==> config.mk <==
export PLATFORM = sky130hd
export DESIGN_NAME = acc_datapath
export DESIGN_NICKNAME = d
export VERILOG_FILES = /design/src/rtl/acc_dp_pkg.sv /design/src/rtl/acc_dp_srcsel.sv /design/src/rtl/acc_dp_alu.sv /design/src/rtl/acc_dp_regs.sv /design/src/rtl/acc_datapath.sv
export SDC_FILE = /design/constraint.sdc
export NUM_CORES = 1
export LEC_CHECK = 0
export CAP_MARGIN = 40
export CORE_MARGIN = 3
export CORE_UTILIZATION = 50
export DETAILED_ROUTE_END_ITERATION = 12
export GPL_ROUTABILITY_DRIVEN = 0
export PLACE_DENSITY = 0.8
export SLEW_MARGIN = 10
export SYNTH_ARGS = -nofsm -noshare
export SYNTH_HDL_FRONTEND = slang
export SYNTH_SLANG_ARGS = --single-unit
==> constraint.sdc <==
create_clock -name clk -period 4.3 [get_ports clk]
set_input_delay 0.86 -clock clk [delete_from_list [all_inputs] [get_ports clk]]
set_output_delay 0.86 -clock clk [all_outputs]
set_load 0.02 [all_outputs]
==> src/rtl/acc_dp_pkg.sv <==
package acc_dp_pkg;
  localparam int CTRL_W = 19;

  typedef struct packed {
    logic s1_ac;
    logic s1_pc;
    logic s1_mar;
    logic s2_mbr;
    logic s2_one;
    logic f_add;
    logic f_sub;
    logic f_and;
    logic f_or;
    logic f_shl;
    logic f_shr;
    logic f_ashr;
    logic ld_ac;
    logic ld_pc;
    logic ld_mbr;
    logic ld_mar;
    logic mem_read;
    logic mem_write;
    logic ld_ir;
  } ctl_t;

  typedef struct packed {
    logic add;
    logic sub;
    logic band;
    logic bor;
    logic shl;
    logic shr;
    logic ashr;
  } alu_fn_t;
endpackage

==> src/rtl/acc_dp_srcsel.sv <==
module acc_dp_srcsel #(
  parameter int DATA_W = 16,
  parameter int ADDR_W = 11
) (
  input  logic              clk,
  input  logic              rst_n,
  input  logic              sel_ac,
  input  logic              sel_pc,
  input  logic              sel_mar,
  input  logic              sel_mbr,
  input  logic              sel_one,
  input  logic [DATA_W-1:0] ac,
  input  logic [ADDR_W-1:0] pc,
  input  logic [ADDR_W-1:0] mar,
  input  logic [DATA_W-1:0] mbr,
  output logic [DATA_W-1:0] s1,
  output logic [DATA_W-1:0] s2
);
  localparam int PAD_W = DATA_W - ADDR_W;

  logic [DATA_W-1:0] pc_ext, mar_ext, one_c;

  assign pc_ext  = {{PAD_W{1'b0}}, pc};
  assign mar_ext = {{PAD_W{1'b0}}, mar};
  assign one_c   = {{(DATA_W-1){1'b0}}, 1'b1};

  // and-or selection: an idle bus settles at zero
  assign s1 = ({DATA_W{sel_ac}}  & ac)
            | ({DATA_W{sel_pc}}  & pc_ext)
            | ({DATA_W{sel_mar}} & mar_ext);
  assign s2 = ({DATA_W{sel_mbr}} & mbr)
            | ({DATA_W{sel_one}} & one_c);

  assert_s1_idle_R2: assert property (@(posedge clk) disable iff (!rst_n)
    (!sel_ac && !sel_pc && !sel_mar) |-> (s1 == '0));
  assert_s2_one_R3: assert property (@(posedge clk) disable iff (!rst_n)
    (sel_one && !sel_mbr) |-> (s2 == DATA_W'(1)));
endmodule

==> src/rtl/acc_dp_alu.sv <==
module acc_dp_alu
  import acc_dp_pkg::*;
#(
  parameter int DATA_W = 16
) (
  input  logic              clk,
  input  logic              rst_n,
  input  alu_fn_t           fn,
  input  logic [DATA_W-1:0] s1,
  input  logic [DATA_W-1:0] s2,
  output logic [DATA_W-1:0] result
);
  function automatic logic [DATA_W-1:0] sum_f(input logic [DATA_W-1:0] a,
                                              input logic [DATA_W-1:0] b);
    return a + b;
  endfunction

  function automatic logic [DATA_W-1:0] diff_f(input logic [DATA_W-1:0] a,
                                               input logic [DATA_W-1:0] b);
    return a - b;
  endfunction

  function automatic logic [DATA_W-1:0] shl_f(input logic [DATA_W-1:0] a);
    return {a[DATA_W-2:0], 1'b0};
  endfunction

  function automatic logic [DATA_W-1:0] shr_f(input logic [DATA_W-1:0] a);
    return {1'b0, a[DATA_W-1:1]};
  endfunction

  function automatic logic [DATA_W-1:0] ashr_f(input logic [DATA_W-1:0] a);
    return {a[DATA_W-1], a[DATA_W-1:1]};
  endfunction

  logic [DATA_W-1:0] r_add, r_sub, r_and, r_or, r_shl, r_shr, r_ashr;
  logic              fn_idle;

  assign r_add  = sum_f(s1, s2);
  assign r_sub  = diff_f(s1, s2);
  assign r_and  = s1 & s2;
  assign r_or   = s1 | s2;
  assign r_shl  = shl_f(s1);
  assign r_shr  = shr_f(s1);
  assign r_ashr = ashr_f(s1);
  assign fn_idle = (fn == '0);

  always_comb begin
    result = '0;
    if (fn.add)  result = result | r_add;
    if (fn.sub)  result = result | r_sub;
    if (fn.band) result = result | r_and;
    if (fn.bor)  result = result | r_or;
    if (fn.shl)  result = result | r_shl;
    if (fn.shr)  result = result | r_shr;
    if (fn.ashr) result = result | r_ashr;
  end

  assert_idle_zero_R7: assert property (@(posedge clk) disable iff (!rst_n)
    fn_idle |-> (result == '0));
  assert_shl_lsb_R6: assert property (@(posedge clk) disable iff (!rst_n)
    ($onehot0(fn) && fn.shl) |-> (result[0] == 1'b0));
endmodule

==> src/rtl/acc_dp_regs.sv <==
module acc_dp_regs #(
  parameter int DATA_W = 16,
  parameter int ADDR_W = 11,
  parameter int OP_W   = 5
) (
  input  logic              clk,
  input  logic              rst_n,
  input  logic              ld_ac,
  input  logic              ld_pc,
  input  logic              ld_mbr,
  input  logic              ld_mar,
  input  logic              ld_ir,
  input  logic              mem_read,
  input  logic [DATA_W-1:0] result,
  input  logic [DATA_W-1:0] mem_rdata,
  output logic [DATA_W-1:0] ac,
  output logic [ADDR_W-1:0] pc,
  output logic [ADDR_W-1:0] mar,
  output logic [DATA_W-1:0] mbr,
  output logic [OP_W-1:0]   ir
);
  logic [DATA_W-1:0] mbr_next;
  logic              mbr_en;

  // a memory read wins over a bus load of MBR
  assign mbr_next = mem_read ? mem_rdata : result;
  assign mbr_en   = mem_read | ld_mbr;

  always_ff @(posedge clk or negedge rst_n) begin
    if (!rst_n) begin
      ac  <= '0;
      pc  <= '0;
      mar <= '0;
      mbr <= '0;
      ir  <= '0;
    end else begin
      if (ld_ac)  ac  <= result;
      if (ld_pc)  pc  <= result[ADDR_W-1:0];
      if (ld_mar) mar <= result[ADDR_W-1:0];
      if (ld_ir)  ir  <= result[DATA_W-1 -: OP_W];
      if (mbr_en) mbr <= mbr_next;
    end
  end

  assert_ac_hold_R8: assert property (@(posedge clk) disable iff (!rst_n)
    !ld_ac |=> $stable(ac));
  assert_ac_load_R8: assert property (@(posedge clk) disable iff (!rst_n)
    ld_ac |=> (ac == $past(result)));
  assert_ir_load_R8: assert property (@(posedge clk) disable iff (!rst_n)
    ld_ir |=> (ir == $past(result[DATA_W-1 -: OP_W])));
  assert_read_wins_R9: assert property (@(posedge clk) disable iff (!rst_n)
    mem_read |=> (mbr == $past(mem_rdata)));
endmodule

==> src/rtl/acc_datapath.sv <==
module acc_datapath
  import acc_dp_pkg::*;
#(
  parameter int DATA_W = 16,
  parameter int ADDR_W = 11,
  parameter int OP_W   = 5
) (
  input  logic              clk,
  input  logic              rst_n,
  input  logic [CTRL_W-1:0] ctrl_word,
  input  logic [DATA_W-1:0] mem_rdata,
  output logic [ADDR_W-1:0] mem_addr,
  output logic [DATA_W-1:0] mem_wdata,
  output logic              mem_rd,
  output logic              mem_wr,
  output logic [DATA_W-1:0] ac_q,
  output logic [ADDR_W-1:0] pc_q,
  output logic [ADDR_W-1:0] mar_q,
  output logic [DATA_W-1:0] mbr_q,
  output logic [OP_W-1:0]   ir_q,
  output logic              ac_zero,
  output logic              ac_neg
);
  ctl_t              ctl;
  alu_fn_t           fn;
  logic [DATA_W-1:0] s1_bus, s2_bus, r_bus;

  assign ctl = ctl_t'(ctrl_word);
  assign fn  = '{add: ctl.f_add, sub: ctl.f_sub, band: ctl.f_and,
                 bor: ctl.f_or, shl: ctl.f_shl, shr: ctl.f_shr,
                 ashr: ctl.f_ashr};

  acc_dp_srcsel #(.DATA_W(DATA_W), .ADDR_W(ADDR_W)) u_src (
    .clk(clk), .rst_n(rst_n),
    .sel_ac(ctl.s1_ac), .sel_pc(ctl.s1_pc), .sel_mar(ctl.s1_mar),
    .sel_mbr(ctl.s2_mbr), .sel_one(ctl.s2_one),
    .ac(ac_q), .pc(pc_q), .mar(mar_q), .mbr(mbr_q),
    .s1(s1_bus), .s2(s2_bus)
  );

  acc_dp_alu #(.DATA_W(DATA_W)) u_alu (
    .clk(clk), .rst_n(rst_n), .fn(fn),
    .s1(s1_bus), .s2(s2_bus), .result(r_bus)
  );

  acc_dp_regs #(.DATA_W(DATA_W), .ADDR_W(ADDR_W), .OP_W(OP_W)) u_regs (
    .clk(clk), .rst_n(rst_n),
    .ld_ac(ctl.ld_ac), .ld_pc(ctl.ld_pc), .ld_mbr(ctl.ld_mbr),
    .ld_mar(ctl.ld_mar), .ld_ir(ctl.ld_ir), .mem_read(ctl.mem_read),
    .result(r_bus), .mem_rdata(mem_rdata),
    .ac(ac_q), .pc(pc_q), .mar(mar_q), .mbr(mbr_q), .ir(ir_q)
  );

  assign mem_addr  = mar_q;
  assign mem_wdata = mbr_q;
  assign mem_rd    = ctl.mem_read;
  assign mem_wr    = ctl.mem_write;
  assign ac_zero   = (ac_q == '0);
  assign ac_neg    = ac_q[DATA_W-1];

  assert_mar_hold_R8: assert property (@(posedge clk) disable iff (!rst_n)
    !ctl.ld_mar |=> $stable(mem_addr));
endmodule

After elaboration in Yosys (flattened, before gate mapping)
Cells that the tools add are included.
- add/subtract/negate cells: 2
- multipliers: 0
- div/mod/pow operators: 0
- $lt $le $gt $ge: 0
- equal/unequal tests: 0
- shift-type cells: 0
- mux-type cells: 8
- bitwise operators: 16
- reduce and logical (&&, ||, !) cells: 1
- operator list (kind ; count):
    $mux 16 ; 8
    $or 16x16->16 ; 8
    $and 16x16->16 ; 3
    $and 16x11->16 ; 2
    $add 16x16->16 ; 1
    $logic_not 16->1 ; 1
    $or 16x1->16 ; 1
    $or 16x15->16 ; 1
    $sub 16x16->16 ; 1
    $or 1x1->1 ; 1
- bits in registers: 59
- latch bits: 0
- memory bits (writable): 0
- ROM bits: 0
- input port bits: 37
- output and inout port bits: 90
- word-level logic and storage cells: 32
- memories kept: 0

Depth between registers and ports, before layout
Gate-level depths: netlist of run 1.
- depth after elaboration: 18
- depth in mapped cells: 13
- gate-level depth less buffers: 11

Modules after synthesis
From an unflattened synthesis of run 1, not the netlist that was laid out.
- cell total of the unflattened synthesis: 596
- area total of the unflattened synthesis: 5372.7 µm²
- by module, submodules not included (module ; instances ; cells each ; area an instance (µm²) ; seq. area each (µm²)):
    acc_dp_alu ; 1 ; 355 ; 2414.8 ; 0.0
    acc_dp_regs ; 1 ; 159 ; 2389.8 ; 1476.4
    acc_dp_srcsel ; 1 ; 47 ; 309.0 ; 0.0
    acc_datapath ; 1 ; 35 ; 259.0 ; 0.0

Worst setup path after synthesis of run 1
OpenSTA, ideal clock, no wires.
- kind: input port to flip-flop
- from: input ctrl_word[17]
- to: register u_regs.ac[14]
- setup time: 0.137 ns
- data arrival time: 3.590 ns
- required time: 4.163 ns
- path slack: 0.573 ns
- cell stages on the path: 12
- buffers on the path: 1
- cell sequence: clkbuf_1 a222oi_1 inv_1 ha_1 fa_1 a21oi_1 or4_1 nand4b_1 a2111oi_0 mux2i_1 o211a_1 a21oi_1
- longest elaborated chain between the ends: 17
- elaborated cells on any way between the ends: 20
- those cells by class: add/sub (2); mux (7); bitwise (11)
- ends and longest elaborated chain (element ; RTL line ; RTL):
    start, declared ; acc_datapath.sv:10 ; input logic [CTRL_W-1:0] ctrl_word,
    $and 16x11->16 * ; acc_dp_srcsel.sv:29 ; | ({DATA_W{sel_pc}} & pc_ext)
    $or 16x16->16 * ; acc_dp_srcsel.sv:29 ;
    $or 16x16->16 * ; acc_dp_srcsel.sv:30 ; | ({DATA_W{sel_mar}} & mar_ext);
    $add 16x16->16 ; acc_dp_alu.sv:15 ; return a + b;
    $mux 16 ; acc_dp_alu.sv:49 ; if (fn.add) result = result | r_add;
    $or 16x16->16 ; acc_dp_alu.sv:50 ; if (fn.sub) result = result | r_sub;
    $mux 16 ; acc_dp_alu.sv:50 ;
    $or 16x16->16 ; acc_dp_alu.sv:51 ; if (fn.band) result = result | r_and;
    $mux 16 ; acc_dp_alu.sv:51 ;
    $or 16x16->16 ; acc_dp_alu.sv:52 ; if (fn.bor) result = result | r_or;
    $mux 16 ; acc_dp_alu.sv:52 ;
    $or 16x16->16 ; acc_dp_alu.sv:53 ; if (fn.shl) result = result | r_shl;
    $mux 16 ; acc_dp_alu.sv:53 ;
    $or 16x15->16 ; acc_dp_alu.sv:54 ; if (fn.shr) result = result | r_shr;
    $mux 16 ; acc_dp_alu.sv:54 ;
    $or 16x16->16 ; acc_dp_alu.sv:55 ; if (fn.ashr) result = result | r_ashr;
    $mux 16 * ; acc_dp_alu.sv:55 ;
    end signal, assigned ; acc_dp_regs.sv:37 ; if (ld_ac) ac <= result;
    end, declared ; acc_dp_regs.sv:16 ; output logic [DATA_W-1:0] ac,
Mark *: on every way between the ends. The rest lies on a longest branch, timed or not.
A chain may end at the register's enable or synchronous reset.

Worst setup path after layout of run 1
- from: input ctrl_word[15]
- to: register u_regs.mbr[14]
- longest elaborated chain between the ends: 17
- elaborated cells on any way between the ends: 20
- those cells by class: add/sub (2); mux (8); bitwise (10)
- ends and longest elaborated chain (element ; RTL line ; RTL):
    $and 16x16->16 * ; acc_dp_srcsel.sv:31 ; assign s2 = ({DATA_W{sel_mbr}} & mbr)
    $or 16x1->16 * ; acc_dp_srcsel.sv:32 ; | ({DATA_W{sel_one}} & one_c);
    $add 16x16->16 ; acc_dp_alu.sv:15 ;
    $mux 16 ; acc_dp_alu.sv:49 ;
    $or 16x16->16 ; acc_dp_alu.sv:50 ;
    $mux 16 ; acc_dp_alu.sv:50 ;
    $or 16x16->16 ; acc_dp_alu.sv:51 ;
    $mux 16 ; acc_dp_alu.sv:51 ;
    $or 16x16->16 ; acc_dp_alu.sv:52 ;
    $mux 16 * ; acc_dp_alu.sv:52 ;
    $or 16x16->16 ; acc_dp_alu.sv:53 ;
    $mux 16 * ; acc_dp_alu.sv:53 ;
    $or 16x15->16 ; acc_dp_alu.sv:54 ;
    $mux 16 * ; acc_dp_alu.sv:54 ;
    $or 16x16->16 ; acc_dp_alu.sv:55 ;
    $mux 16 * ; acc_dp_alu.sv:55 ;
    $mux 16 * ; acc_dp_regs.sv:26 ; assign mbr_next = mem_read ? mem_rdata : result;
    end signal, assigned ; acc_dp_regs.sv:41 ; if (mbr_en) mbr <= mbr_next;
    end, declared ; acc_dp_regs.sv:19 ; output logic [DATA_W-1:0] mbr,
Marked as above.

==> metrics.txt, run 1 <==
quantity of gates resized following cts=0; metal2 WL=8460 um; Power Total=2.43 mW; gr usage total=32.3%; FF+latch count, synth=59; most area-hungry cell type in the Yosys netlist=dfrtp_1; Pwr per Cell Area=355 nW/um2; Final Cycle Share=96.2%; DP HPWL=14,400 um; maximum clock insertion buffer count=2; DIE WIDTH=109 um; layout cell share with drive strength beyond 1=9.21%; area of the core=10,000 um2; number of synthesized flops with an enable pin=0; logic gate share of total power=50.1%; switch share=40.8%; H-Tree Depth=3; row cnt=36; Unique masters post-synth=73; buffers and inverters on the worst path=3; Post-Syn Nets=765; VDD IR-drop max=306 uV; Slowest cell on crit path=clkdlybuf4s50_1; io pins=127; filler-free cell count of the finished design=926; beginning of the worst register-to-register path=u_regs.ac[0]$_DFFE_PN0P_; number of global-route vias before repair=5,638; Die ar.=11,900 um2; Syn Inst Count=679; post-route cell area=6860 um2; DP Area=6670 um2; DRT antenna net count=0; die extent in y=109 um; Routed WL=18,600 um; Num Clock Sinks=59; Initial DRC Count=551; largest net degree at the start of global routing=37; drt pass-1 iters=5; sequential fraction of the synthesis area=27.9%; post-layout min period=4.14 ns; metal3 WL=2220 um; Slew @ Worst Pin=0.884 ns; Fill cells=807; portion of total power attributed to the clock network=20.6%; Synth-to-Final Area Change=29.5%; CP Cell Sequence=clkdlybuf4s50_1, a21oi_1, inv_1, ha_1, fa_1, a21oi_1, or4_1, nand4b_1, a2111oi_1, buf_4, mux2i_1, o211a_1, o21ai_1; clock transition at the registers of the reported paths=0.06 ns; NetSw=0.992 mW; Max Cap Violations=0; final slew viol count=0; CTS tree=yes; antenna violations before repair=0; endpoint of the lowest-slack register-to-register path=u_regs.mbr[14]$_DFFE_PN0P_; R2R setup slack=0.80 ns; critical path fanouts, max=9; Final Hold Fails=0; IO Port Bufs=124; Internal=1.44 mW; max layer used=met4; Post-synth top cells=a21oi_1, nand2_1, nor2_1; Avg Synthesized Cell Area=7.80 um2; fin util=68.3%; Metal-1 WL=7470 um; most instantiated library cell after synthesis=a21oi_1; largest cells by area after synthesis=dfrtp_1, ha_1, a21oi_1; Yosys warnings=0; worst reg2reg path depth=12; CP Class=in2reg; Req. time, crit path=4.51 ns; Initial Util=52.7%; min setup slack post-route=0.162 ns; first-pass GRT wire length=29,700 um; per-cell routed wire length=20.1 um; CP Capture Type=flop; Setup WS pre-CTS=-0.0874 ns; Finish-stage setup viols=0; Worst-Skew Late Latency=0.35 ns; f_max=242 MHz; Leak=2.95 nW; Hold WS=0.331 ns; slowest stage delay, CP=0.59 ns; Overflow after GRT=0; cell family with most CP delay=compound AO/OA/AOI/OAI gates; crit start category=input port; Max transition margin=40.9%; Hold/Removal Path Class=in2async; Synth Cell Area=5300 um2; Inserted Clock Buffers=9; Root Driver=clkbuf_8; n_diodes=0; asr flop ratio synth=100%; clock skew=0.00846 ns; Hold-fix buffers, CTS=0; post-CTS setup buffer count=0; Placed Cells=911; outcome=finished clean; WP data arrival=4.35 ns; Via Count=5,790; Seq pwr share=29.3%; Via-to-Cell Ratio=6.25; DRC=0; Post-Route Setup TNS=0 ns; Synth top area share=27.9%; Worst path most repeated cell=a21oi_1; Synth Flop Type=dfrtp_1; Final #Nets=875; RSZ-0062 raised after global routing=false
[sequential cells by signal, indices dropped and copies added, names as in the netlist]
name,cells
u_regs.mar,11
u_regs.pc,11
u_regs.ir,5
u_regs.mbr,16
u_regs.ac,16
[worst register-to-register path: cells and delay by family (launching register included)]
kind / cells / cell delay, ns
flip-flops: 1 / 0.42
AO/OA/AOI/OAI: 5 / 1.45
AND/OR/NAND/NOR: 2 / 0.29
buffers and inverters: 2 / 0.31
adder cells (fa/ha/maj): 2 / 0.75
multiplexers: 1 / 0.17
[cell usage in the layout, fill, tap and decap left out, types with 3 or more instances in the layout]
cell	netlist	final
clkdlybuf4s50_1	0	123
a21oi_1	80	80
nand2_1	74	74
nor2_1	65	65
dfrtp_1	59	59
inv_1	50	50
ha_1	47	47
buf_4	30	45
o21ai_0	36	36
nor3_1	13	13
a22oi_1	11	11
a21o_1	11	11
a221oi_1	11	11
clkbuf_8	0	11
nor2b_1	9	9
a221o_1	9	9
a211oi_1	8	8
o21bai_1	7	7
nand2b_1	6	6
nor4_1	5	5
o211ai_1	5	5
o21a_1	5	5
xnor2_1	5	5
nand3_1	5	5
o31ai_1	5	5
nor3b_1	5	5
a222oi_1	4	4
and2_1	4	4
o2111ai_1	4	4
o21ai_1	4	4
a31oi_1	3	3
o221ai_1	3	3
[metal layers]
metal,up-vias,global-route usage [%]
li1,2626,-
met1,2694,44.8
met2,429,48.5
met3,41,7.76
met4,0,13.0
met5,-,0
[cell type report]
cell class	instances	area [um2]	area share, %
inverter	53	199	2.90
clock inverter	2	35.0	0.510
timing repair buffer	170	1590	23.2
sequential	59	1480	21.5
clock buffer	13	159	2.32
tap	133	166	2.42
multi-input combinational	496	3230	47.1
[power by group through the flow]
stage          logic [mW]  registers (mW)  clock network [mW]
4_1_cts              1.19           0.711               0.505
5_1_grt              1.31           0.720               0.534
2_1_floorplan       0.658           0.772                   0
6_report             1.22           0.714               0.501
3_5_place_dp         1.18           0.720                   0
3_3_place_gp         1.15           0.717                   0
[cells by family after synthesis]
family / synth area share (%)
multiplexers: 0.803
adder cells (fa/ha/maj): 11.9
AO/OA/AOI/OAI: 29.8
flip-flops: 27.9
buffers and inverters: 11.1
AND/OR/NAND/NOR: 17.5
XOR/XNOR: 0.992
[how the worst max path moves through the flow]
stage             startpoint                    endpoint  slack, ns  cells past startpoint
2_1_floorplan  ctrl_word[17]   u_regs.ac[14]$_DFFE_PN0P_       0.57                     12
3_3_place_gp   ctrl_word[18]  u_regs.mbr[11]$_DFFE_PN0P_      -0.01                     13
3_5_place_dp   ctrl_word[18]  u_regs.mbr[11]$_DFFE_PN0P_      -0.09                     13
4_1_cts        ctrl_word[15]  u_regs.mbr[11]$_DFFE_PN0P_       0.26                     12
5_1_grt        ctrl_word[15]  u_regs.mbr[14]$_DFFE_PN0P_       0.03                     13
6_report       ctrl_word[15]  u_regs.mbr[14]$_DFFE_PN0P_       0.16                     13
(Power assumes the default switching activity.)
==> run 2, diff against run 1 <==
- CAP_MARGIN: 40 -> 5
==> metrics.txt, run 2 (synthesis results as in run 1) <==
Hold/Removal Path Class=reg2reg; WP data arrival=4.38 ns (+0.03 ns); Slowest cell on crit path=a2111oi_1; most frequent cells in the layout=clkdlybuf4s50_1, a21oi_1, nand2_1; Num Clock Sinks=59 (unchanged); Initial Util=52.7% (unchanged); CP Class=in2reg; IO Port Bufs=124 (unchanged); slowest stage delay, CP=0.69 ns (+0.10 ns); io pins=127 (unchanged); Via Count=5,775 (-0.26%); Req. time, crit path=4.52 ns (about the same); Worst path most repeated cell=buf_4; area of the core=10,000 um2 (unchanged); Max Cap Violations=0 (unchanged); most common cell after layout, fill and taps aside=clkdlybuf4s50_1; Hold-fix buffers, CTS=0 (unchanged); Largest regs=u_regs.ac: 16 flops, u_regs.mbr: 16 flops; drt pass-1 iters=5 (unchanged); post-layout min period=4.16 ns (+0.0256 ns); VDD IR-drop max=280 uV (-8.4%); H-Tree Depth=3 (unchanged); Synth-to-Final Area Change=28.5%; Overflow after GRT=0 (unchanged); crit start category=input port; outcome=finished clean; DIE WIDTH=109 um (unchanged); per-cell routed wire length=19.9 um (-1.0%); critical path fanouts, max=17 (+8); row cnt=36 (unchanged); Routed WL=18,400 um (-1.1%); antenna violations before repair=0 (unchanged); final slew viol count=0 (unchanged); CP Cell Sequence=clkdlybuf4s50_1, buf_4, a22oi_1, nand2_1, ha_1, o2111ai_1, a2111oi_1, buf_4, nor2_1, a2111oi_4, a21oi_2, a221o_1; Final Hold Fails=0 (unchanged); RSZ-0062 raised after global routing=false; n_diodes=0 (unchanged); largest net degree at the start of global routing=42 (+14%); f_max=240 MHz (-0.61%); Finish-stage setup viols=0 (unchanged); Hold WS=0.516 ns (+0.185 ns); first-pass GRT wire length=29,500 um (-0.77%); Root Driver=clkbuf_8; Via-to-Cell Ratio=6.24 (-0.15%); Max transition margin=40.2% (-0.64 points); Slew @ Worst Pin=0.896 ns (+0.0124 ns); die extent in y=109 um (unchanged); CTS tree=yes; Power Total=2.35 mW (-3.5%); DP HPWL=14,300 um (-0.56%); number of global-route vias before repair=5,621 (-0.30%); layout cell share with drive strength beyond 1=9.09% (-0.11 points); clock transition at the registers of the reported paths=0.06 ns (about the same); Leak=2.93 nW (-0.78%); Worst-Skew Late Latency=0.34 ns (about the same); CP Capture Type=flop; Final Cycle Share=96.8% (+0.60 points); Initial DRC Count=592 (+7.4%); post-CTS setup buffer count=0 (unchanged); gr usage total=31.8% (-0.58 points); DRC=0 (unchanged); Inserted Clock Buffers=9 (unchanged); fin util=67.8% (-0.55 points); DRT antenna net count=0 (unchanged); clock skew=0.00913 ns (+0.000667 ns); Final #Nets=874 (-0.11%); maximum clock insertion buffer count=2 (unchanged); Pwr per Cell Area=345 nW/um2 (-2.7%); Die ar.=11,900 um2 (unchanged)
run 2: critical path: cells and delay by family:
family                     cells  cell delay [ns]
AOI/OAI and AO/OA              6             2.05
adders and majority gates      1             0.38
buffers and inverters          3             0.88
and+or+nand+nor                2             0.23
run 2: through the flow:
step	instances	instance area, um2	setup TNS, ns	worst slack (ns)
after floorplan	679	5300	0	0.573
after global placement	910	6650	-0.0112	-0.0112
after detailed placement	910	6650	-0.380	-0.0826
after CTS	925	6810	0	0.253
after global routing	925	6810	0	0.00310
final	925	6810	0	0.136
run 2: power by group:
part           switching (mW)  internal (mW)
clock                   0.205          0.219
sequential             0.0904          0.623
combinational           0.691          0.521
run 2: worst paths after layout:
| check | from | to | slack [ns] | depth (start not counted) |
|---|---|---|---|---|
| worst max-delay path | ctrl_word[18] | u_regs.mbr[11]$_DFFE_PN0P_ | 0.14 | 12 |
| min in group asynchronous | rst_n | u_regs.ac[13]$_DFFE_PN0P_ | 0.65 | 1 |
| max in group asynchronous | rst_n | u_regs.ac[0]$_DFFE_PN0P_ | 2.83 | 2 |
| worst max register to register | u_regs.ac[0]$_DFFE_PN0P_ | u_regs.mbr[14]$_DFFE_PN0P_ | 0.79 | 12 |
| worst min-delay path | u_regs.ir[0]$_DFFE_PN0P_ | u_regs.ir[0]$_DFFE_PN0P_ | 0.52 | 1 |
| worst min register to register | u_regs.ir[0]$_DFFE_PN0P_ | u_regs.ir[0]$_DFFE_PN0P_ | 0.52 | 1 |
run 2: metal layers:
metal	share of wire, %	up-vias	track usage (%)
met4	2.5	0	9.83
met2	45	424	48.6
met5	0	-	0
li1	-	2619	-
met1	41	2691	45.4
met3	12	41	5.86
run 2: area by class of cell:
type	count	area (um2)
fill	808	3240
multi-input combinational	496	3230
timing repair buffer	169	1570
sequential	59	1480
inverter	53	199
tap	133	166
clock buffer	12	145
clock inverter	3	15.0
run 2: repair_timing:
item / 4_1_cts / 5_1_grt
setup endpoints to repair: 0 / 6
gates resized for setup: 0 / 1
endpoints found under the hold margin: 0 / 0
